`src/rtl/aux_tx_pkg.sv`:
```
package aux_tx_pkg;
   typedef enum logic [2:0] {
      PH_IDLE    = 3'd0,
      PH_PRE     = 3'd1,
      PH_SYNC    = 3'd2,
      PH_SYNC_HI = 3'd3,
      PH_SYNC_LO = 3'd4,
      PH_DATA    = 3'd5,
      PH_STOP_HI = 3'd6,
      PH_STOP_LO = 3'd7
   } aux_phase_e;

   // coded zeros in the sync run
   localparam int unsigned SYNC_ZERO_BITS = 16;
   // bit times of each fixed high or low level
   localparam int unsigned LEVEL_BITS     = 2;
endpackage

```
`src/rtl/aux_tick_gen.sv`:
```
module aux_tick_gen #(
   parameter int unsigned DIV_W = 11
) (
   input  logic             clk_i,
   input  logic             rst_ni,
   input  logic             clr_i,
   input  logic [DIV_W-1:0] div_i,
   output logic             tick_o
);
   logic [DIV_W-1:0] cnt_q;

   // a divider of 0 or 1 ticks on every clock
   assign tick_o = (div_i <= DIV_W'(1)) || (cnt_q == div_i - DIV_W'(1));

   always_ff @(posedge clk_i or negedge rst_ni) begin
      if (!rst_ni) begin
         cnt_q <= '0;
      end else if (clr_i || tick_o) begin
         cnt_q <= '0;
      end else begin
         cnt_q <= cnt_q + DIV_W'(1);
      end
   end
endmodule

```
`src/rtl/aux_byte_src.sv`:
```
module aux_byte_src #(
   parameter bit          KEY_EN       = 1'b1,
   parameter int unsigned IDX_W        = 5,
   parameter int unsigned HDR_BYTES    = 4,
   parameter int unsigned KEY_HI_BYTES = 4
) (
   input  logic [IDX_W-1:0]          idx_i,
   input  logic                      key_sel_i,
   input  logic [7:0]                rd_data_i,
   input  logic [8*KEY_HI_BYTES-1:0] key_hi_i,
   input  logic [7:0]                key_lo_i,
   output logic [7:0]                byte_o
);
   localparam int unsigned KEY_LO_IDX = HDR_BYTES + KEY_HI_BYTES;

   if (KEY_EN) begin : g_splice
      always_comb begin
         byte_o = rd_data_i;
         if (key_sel_i) begin
            for (int k = 0; k < KEY_HI_BYTES; k++) begin
               if (idx_i == IDX_W'(HDR_BYTES + k)) begin
                  byte_o = key_hi_i[8*(KEY_HI_BYTES-1-k) +: 8];
               end
            end
            if (idx_i == IDX_W'(KEY_LO_IDX)) begin
               byte_o = key_lo_i;
            end
         end
      end
   end else begin : g_plain
      assign byte_o = rd_data_i;
   end
endmodule

```
`src/rtl/aux_tx_seq.sv`:
```
module aux_tx_seq
   import aux_tx_pkg::*;
#(
   parameter int unsigned SIZE_W        = 5,
   parameter int unsigned MAX_BYTES     = 20,
   parameter int unsigned PRE_W         = 4,
   parameter bit          KEY_EN        = 1'b1,
   parameter int unsigned KEY_MSG_BYTES = 9,
   parameter int unsigned LEN_W         = SIZE_W + 3
) (
   input  logic              clk_i,
   input  logic              rst_ni,
   input  logic              start_i,
   input  logic [SIZE_W-1:0] size_i,
   input  logic              key_sel_i,
   input  logic [PRE_W-1:0]  pre_i,
   input  logic              dbl_pre_i,
   input  logic              tick_i,
   output aux_phase_e        phase_o,
   output logic [LEN_W-1:0]  bit_cnt_o,
   output logic              half_o,
   output logic              accept_o,
   output logic              done_o,
   output logic              err_o
);
   aux_phase_e        phase_q, phase_nxt;
   logic [LEN_W-1:0]  cnt_q, len;
   logic [LEN_W-1:0]  pre_bits_q, pre_bits_in;
   logic [SIZE_W-1:0] size_q;
   logic              half_q, legal, slot_last;

   assign legal = (size_i != '0) && (size_i <= SIZE_W'(MAX_BYTES)) &&
                  (!KEY_EN || !key_sel_i || size_i == SIZE_W'(KEY_MSG_BYTES));
   assign pre_bits_in = LEN_W'({pre_i, 1'b0}) << dbl_pre_i;
   assign accept_o    = (phase_q == PH_IDLE) && start_i && legal;

   always_comb begin
      unique case (phase_q)
         PH_PRE:  len = pre_bits_q;
         PH_SYNC: len = LEN_W'(SYNC_ZERO_BITS);
         PH_DATA: len = LEN_W'({size_q, 3'b000});
         PH_IDLE: len = LEN_W'(1);
         default: len = LEN_W'(LEVEL_BITS);
      endcase
   end

   always_comb begin
      unique case (phase_q)
         PH_PRE:     phase_nxt = PH_SYNC;
         PH_SYNC:    phase_nxt = PH_SYNC_HI;
         PH_SYNC_HI: phase_nxt = PH_SYNC_LO;
         PH_SYNC_LO: phase_nxt = PH_DATA;
         PH_DATA:    phase_nxt = PH_STOP_HI;
         PH_STOP_HI: phase_nxt = PH_STOP_LO;
         default:    phase_nxt = PH_IDLE;
      endcase
   end

   assign slot_last = half_q && (cnt_q == len - LEN_W'(1));

   always_ff @(posedge clk_i or negedge rst_ni) begin
      if (!rst_ni) begin
         phase_q    <= PH_IDLE;
         cnt_q      <= '0;
         half_q     <= 1'b0;
         pre_bits_q <= '0;
         size_q     <= '0;
         done_o     <= 1'b0;
         err_o      <= 1'b0;
      end else begin
         done_o <= 1'b0;
         err_o  <= 1'b0;
         if (phase_q == PH_IDLE) begin
            if (start_i && !legal) begin
               err_o <= 1'b1;
            end else if (accept_o) begin
               size_q     <= size_i;
               pre_bits_q <= pre_bits_in;
               cnt_q      <= '0;
               half_q     <= 1'b0;
               phase_q    <= (pre_bits_in == '0) ? PH_SYNC : PH_PRE;
            end
         end else if (tick_i) begin
            if (!half_q) begin
               half_q <= 1'b1;
            end else if (slot_last) begin
               half_q  <= 1'b0;
               cnt_q   <= '0;
               phase_q <= phase_nxt;
               if (phase_nxt == PH_IDLE) done_o <= 1'b1;
            end else begin
               half_q <= 1'b0;
               cnt_q  <= cnt_q + LEN_W'(1);
            end
         end
      end
   end

   assign phase_o   = phase_q;
   assign bit_cnt_o = cnt_q;
   assign half_o    = half_q;
endmodule

```
`src/rtl/mtx_aux_tx.sv`:
```
module mtx_aux_tx
   import aux_tx_pkg::*;
#(
   parameter int unsigned SIZE_W       = 5,
   parameter int unsigned MAX_BYTES    = 20,
   parameter int unsigned DIV_W        = 11,
   parameter int unsigned PRE_W        = 4,
   parameter bit          KEY_EN       = 1'b1,
   parameter int unsigned HDR_BYTES    = 4,
   parameter int unsigned KEY_HI_BYTES = 4
) (
   input  logic                      clk_i,
   input  logic                      rst_ni,
   input  logic                      start_i,
   input  logic [SIZE_W-1:0]         size_i,
   input  logic                      key_sel_i,
   input  logic [DIV_W-1:0]          div_i,
   input  logic [PRE_W-1:0]          pre_i,
   input  logic                      dbl_pre_i,
   input  logic                      inv_i,
   output logic [SIZE_W-1:0]         rd_idx_o,
   input  logic [7:0]                rd_data_i,
   input  logic [8*KEY_HI_BYTES-1:0] key_hi_i,
   input  logic [7:0]                key_lo_i,
   output logic                      tx_o,
   output logic                      oe_o,
   output logic                      busy_o,
   output logic                      done_o,
   output logic                      err_o
);
   localparam int unsigned LEN_W         = SIZE_W + 3;
   localparam int unsigned KEY_MSG_BYTES = HDR_BYTES + KEY_HI_BYTES + 1;

   if (MAX_BYTES < 1 || MAX_BYTES >= (1 << SIZE_W)) begin : g_bad_size
      $error("MAX_BYTES must be at least 1 and below 2**SIZE_W");
   end
   if (PRE_W + 2 > LEN_W) begin : g_bad_pre
      $error("precharge bit count does not fit the bit counter");
   end
   if (KEY_EN && KEY_MSG_BYTES > MAX_BYTES) begin : g_bad_key
      $error("key-splice message exceeds MAX_BYTES");
   end

   aux_phase_e       phase;
   logic [LEN_W-1:0] bit_cnt;
   logic             half, tick, accept;
   logic [DIV_W-1:0] div_q;
   logic             inv_q, key_sel_q;
   logic [7:0]       cur_byte;
   logic             data_bit, first_lvl;

   always_ff @(posedge clk_i or negedge rst_ni) begin
      if (!rst_ni) begin
         div_q     <= '0;
         inv_q     <= 1'b0;
         key_sel_q <= 1'b0;
      end else if (accept) begin
         div_q     <= div_i;
         inv_q     <= inv_i;
         key_sel_q <= key_sel_i;
      end
   end

   aux_tick_gen #(.DIV_W(DIV_W)) u_tick (
      .clk_i  (clk_i),
      .rst_ni (rst_ni),
      .clr_i  (accept),
      .div_i  (div_q),
      .tick_o (tick)
   );

   aux_tx_seq #(
      .SIZE_W        (SIZE_W),
      .MAX_BYTES     (MAX_BYTES),
      .PRE_W         (PRE_W),
      .KEY_EN        (KEY_EN),
      .KEY_MSG_BYTES (KEY_MSG_BYTES),
      .LEN_W         (LEN_W)
   ) u_seq (
      .clk_i     (clk_i),
      .rst_ni    (rst_ni),
      .start_i   (start_i),
      .size_i    (size_i),
      .key_sel_i (key_sel_i),
      .pre_i     (pre_i),
      .dbl_pre_i (dbl_pre_i),
      .tick_i    (tick),
      .phase_o   (phase),
      .bit_cnt_o (bit_cnt),
      .half_o    (half),
      .accept_o  (accept),
      .done_o    (done_o),
      .err_o     (err_o)
   );

   assign rd_idx_o = bit_cnt[LEN_W-1:3];

   aux_byte_src #(
      .KEY_EN       (KEY_EN),
      .IDX_W        (SIZE_W),
      .HDR_BYTES    (HDR_BYTES),
      .KEY_HI_BYTES (KEY_HI_BYTES)
   ) u_src (
      .idx_i     (rd_idx_o),
      .key_sel_i (key_sel_q),
      .rd_data_i (rd_data_i),
      .key_hi_i  (key_hi_i),
      .key_lo_i  (key_lo_i),
      .byte_o    (cur_byte)
   );

   assign data_bit = cur_byte[3'd7 - bit_cnt[2:0]];

   always_comb begin
      first_lvl = 1'b0;
      tx_o      = 1'b0;
      unique case (phase)
         PH_PRE, PH_SYNC: begin
            first_lvl = inv_q;
            tx_o      = half ? ~first_lvl : first_lvl;
         end
         PH_DATA: begin
            first_lvl = data_bit ^ inv_q;
            tx_o      = half ? ~first_lvl : first_lvl;
         end
         PH_SYNC_HI, PH_STOP_HI: tx_o = 1'b1;
         default:                tx_o = 1'b0;
      endcase
   end

   assign busy_o = (phase != PH_IDLE);
   assign oe_o   = busy_o;
endmodule

```
`config.mk`:
```
export PLATFORM = sky130hd
export DESIGN_NAME = mtx_aux_tx
export DESIGN_NICKNAME = d
export VERILOG_FILES = /design/src/rtl/aux_tx_pkg.sv /design/src/rtl/aux_tick_gen.sv /design/src/rtl/aux_byte_src.sv /design/src/rtl/aux_tx_seq.sv /design/src/rtl/mtx_aux_tx.sv
export SDC_FILE = /design/constraint.sdc
export NUM_CORES = 1
export LEC_CHECK = 0
export BUFFER_PORTS_ARGS = -buffer_cell sky130_fd_sc_hd__clkbuf_2
export CAP_MARGIN = 15
export CELL_PAD_IN_SITES_DETAIL_PLACEMENT = 0
export CELL_PAD_IN_SITES_GLOBAL_PLACEMENT = 1
export CORE_MARGIN = 8
export CORE_UTILIZATION = 28
export DETAILED_ROUTE_END_ITERATION = 16
export PLACE_DENSITY = 0.69
export SLEW_MARGIN = 20
export SYNTH_ARGS = -nofsm -noshare
export SYNTH_HDL_FRONTEND = slang
export SYNTH_HIERARCHICAL = 1
export SYNTH_SLANG_ARGS = --single-unit
```
`constraint.sdc`:
```
create_clock -name clk_i -period 7.45 [get_ports clk_i]
set_input_delay 0 -clock clk_i [delete_from_list [all_inputs] [get_ports clk_i]]
set_output_delay 0 -clock clk_i [all_outputs]
set_load 0.1 [all_outputs]
```
==> metrics.yaml <==
worst_setup_path:
  crit_path_end_kind: "primary output"
  reg2reg_to: "u_seq/bit_cnt_o[2]"
  arrival_ns: 3.46
  worstSetupPathType: "reg -> out"
  rrSetupSlack_ns: 4.19
  cp_max_fo: 15
  reg2reg_depth: 12
  crit_required_ns: 7.45
  timing.rr.start: "u_seq/phase_o[2]"
  start_kind: "flip-flop"
yosys:
  ys_ff_latch: 48
  ys_seq_area_frac: 0.340
  netlist_area_sq_um: 3540
  synth_edf_count: 0
  yosysUniqueCellTypes: 68
  yosys_warnings: 6
  synthesis.instances: 347
  synth_area_per_cell_sq_um: 10.2
  synthesis.nets: 426
  synth_flop_cell: "dfrtp_1"
  synth_async_sr_flop_share: 1.00
cts:
  cts_tree: "yes"
  numCtsBuffers: 5
  clk_path_buf_depth: 2
  htreeDepth: 2
  clock-sinks: 48
  clockRootBuffer: "clkbuf_16"
  post_cts_buffers: 0
  path_clk_slew_ns: 0.07
  clock_latency_ns: 0.29
timing:
  period_needed_ns: 3.46
  slew-limit-headroom: 0.463
  fin_skew_ns: 0.00398
  fmax_mhz: 289
  worst_pin_slew_ns: 0.801
  slew_viol_final: 0
  hold-worst-slack_ns: 0.00857
  min_period_over_period: 0.465
  tns_ns: 0
  rsz0062_at_grt: "no"
  setup_violations: 0
  hold_viol: 0
grt:
  first_global_vias: 2987
  gr-usage-all-layers: 0.110
  overflow: 0
  antenna_found_initial: 0
  grt_pass1_wl_mm: 15.0
  grt_start_max_net_pins: 49
run:
  cap_violations: 0
die:
  die_y_microns: 128
  core-area_sq_um: 12500
  initial_core_util: 0.284
  rows: 41
  pin_count: 84
  die_area_sq_um: 16500
  die_x_microns: 128
layout:
  area_growth_pct: 25.5
  layout.nets: 520
  final_cell_mix: "clkbuf_2, dfrtp_1, xnor2_1"
  finalNonFillerCells: 614
  fin_util: 0.356
  final_common_cell: "clkbuf_2"
  insertedDiodeCount: 0
  drive_above_1_share: 0.335
routing:
  wl_mm: 9.03
  met2_length_mm: 4.08
  wire_per_inst_microns: 14.7
  dr_total_vias: 2966
  detail-route-antenna-nets: 0
  drt-initial-drc-count: 155
  wl_met3_microns: 436
  drt-met1-wl_mm: 4.45
  drc: 0
  top_layer: "met4"
  dr.pass1.iters: 4
  viasPerCell: 4.83
hold_path:
  worstHoldEndpoint: "u_seq/size_q[0]"
  worstHoldPathType: "in -> reg"
  whs_path_depth: 2
  min_from: "size_i[0]"
status:
  status: "complete, no violations"
power_and_ir_drop:
  vdd_drop_max_mv: 0.0802
  leakage_nw: 1.97
  power_density_nw_per_um2: 129
placed_design:
  port_buffers: 83
  post-dp-hpwl_mm: 6.88
  place_inst: 589
  gp_congestion: 0.749
==> routing by layer <==
| metal | vias up | global-route usage |
|---|---|---|
| met5 | - | 0 |
| met4 | 0 | 0.0273 |
| met2 | 68 | 0.171 |
| met3 | 4 | 0.0244 |
| li1 | 1470 | - |
| met1 | 1424 | 0.152 |
==> cell families after synthesis <==
kind of cell               synth area share
AOI/OAI and AO/OA                     0.156
xor gates and xnor gates             0.0955
adders and majority gates            0.0177
buffers and inverters                0.0421
DFF                                   0.340
muxes                                 0.144
and+or+nand+nor                       0.204
==> cell type report <==
type	count	area, sq um
Clock inverter	2	38.8
Inverter	13	48.8
Clock buffer	6	139
Fill cell	1268	8030
Multi-Input combinational cell	270	2190
Timing Repair Buffer	103	608
Tap cell	172	215
Sequential cell	48	1200
==> sequential cells by signal, indices dropped and copies added (netlist names) <==
| register | count |
|---|---|
| u_seq/bit_cnt_o | 8 |
| u_seq/done_o | 1 |
| u_seq/phase_o | 3 |
| div_q | 11 |
| u_tick/cnt_q | 11 |
| inv_q | 1 |
| key_sel_q | 1 |
| u_seq/half_o | 1 |
| u_seq/pre_bits_q | 5 |
| u_seq/err_o | 1 |
| u_seq/size_q | 5 |
==> through the flow <==
stage	setup WS [ns]	total power [mW]	instance area (sq um)
final	3.99	0.573	4440
after global routing	3.72	0.597	4440
after CTS	3.92	0.582	4440
after detailed placement	4.23	0.304	4090
after global placement	4.29	0.303	4090
after floorplan	3.91	0.276	3540
==> synthesized netlist by cell type (4+ instances only) <==
cell type / number / share of area
nand3b_1: 4 / 0.0085
nor3_1: 10 / 0.014
and3_1: 8 / 0.014
dfrtp_1: 48 / 0.34
ha_1: 5 / 0.018
o221a_2: 7 / 0.022
clkbuf_1: 4 / 0.0042
nand2b_1: 11 / 0.019
xnor2_1: 24 / 0.059
mux2i_1: 6 / 0.017
o21ai_0: 16 / 0.023
nor4_1: 5 / 0.0088
inv_1: 13 / 0.014
nand3_1: 14 / 0.020
xor2_1: 12 / 0.030
nand2_1: 20 / 0.021
mux4_2: 7 / 0.045
a21oi_1: 13 / 0.018
mux2_2: 19 / 0.061
nor2_1: 23 / 0.024
buf_2: 5 / 0.0071
==> how the worst max path moves through the flow <==
| stage | startpoint | endpoint | slack, ns | cells after the start |
|---|---|---|---|---|
| CTS | u_seq/bit_cnt_o[3] | tx_o | 3.92 | 8 |
| detailed placement | u_seq/bit_cnt_o[3] | tx_o | 4.23 | 8 |
| floorplan | u_seq/bit_cnt_o[3] | tx_o | 3.91 | 8 |
| finish | u_seq/bit_cnt_o[3] | tx_o | 3.99 | 8 |
| global placement | u_seq/bit_cnt_o[3] | tx_o | 4.29 | 8 |
| global route | u_seq/bit_cnt_o[3] | tx_o | 3.72 | 8 |
==> where the power goes <==
group,internal (mW),switching [mW],leakage (nW),total [mW]
Clock,0.168,0.0994,0.0871,0.268
Sequential,0.260,0,0.630,0.260
Combinational,0.0279,0.0166,1.25,0.0445
Total,0.457,0.116,1.97,0.573
==> worst max-delay path: stages, from the launching register on <==
cell and delay [ns]:
dfrtp_1 0.85, mux4_2 0.60, nand2b_1 0.16, o221a_2 0.11, mux4_1 0.48, mux2i_1 0.22
or4b_1 0.15, and3_1 0.14, clkbuf_2 0.45
==> timing repair <==
action | in CTS | in global routing
endpoints found under the setup margin | 0 | 0
hold buffers | 17 | 0
hold endpoints to repair | 64 | 0
resized for setup | 0 | 0
Note: power is estimated with default switching activity, not from simulation.
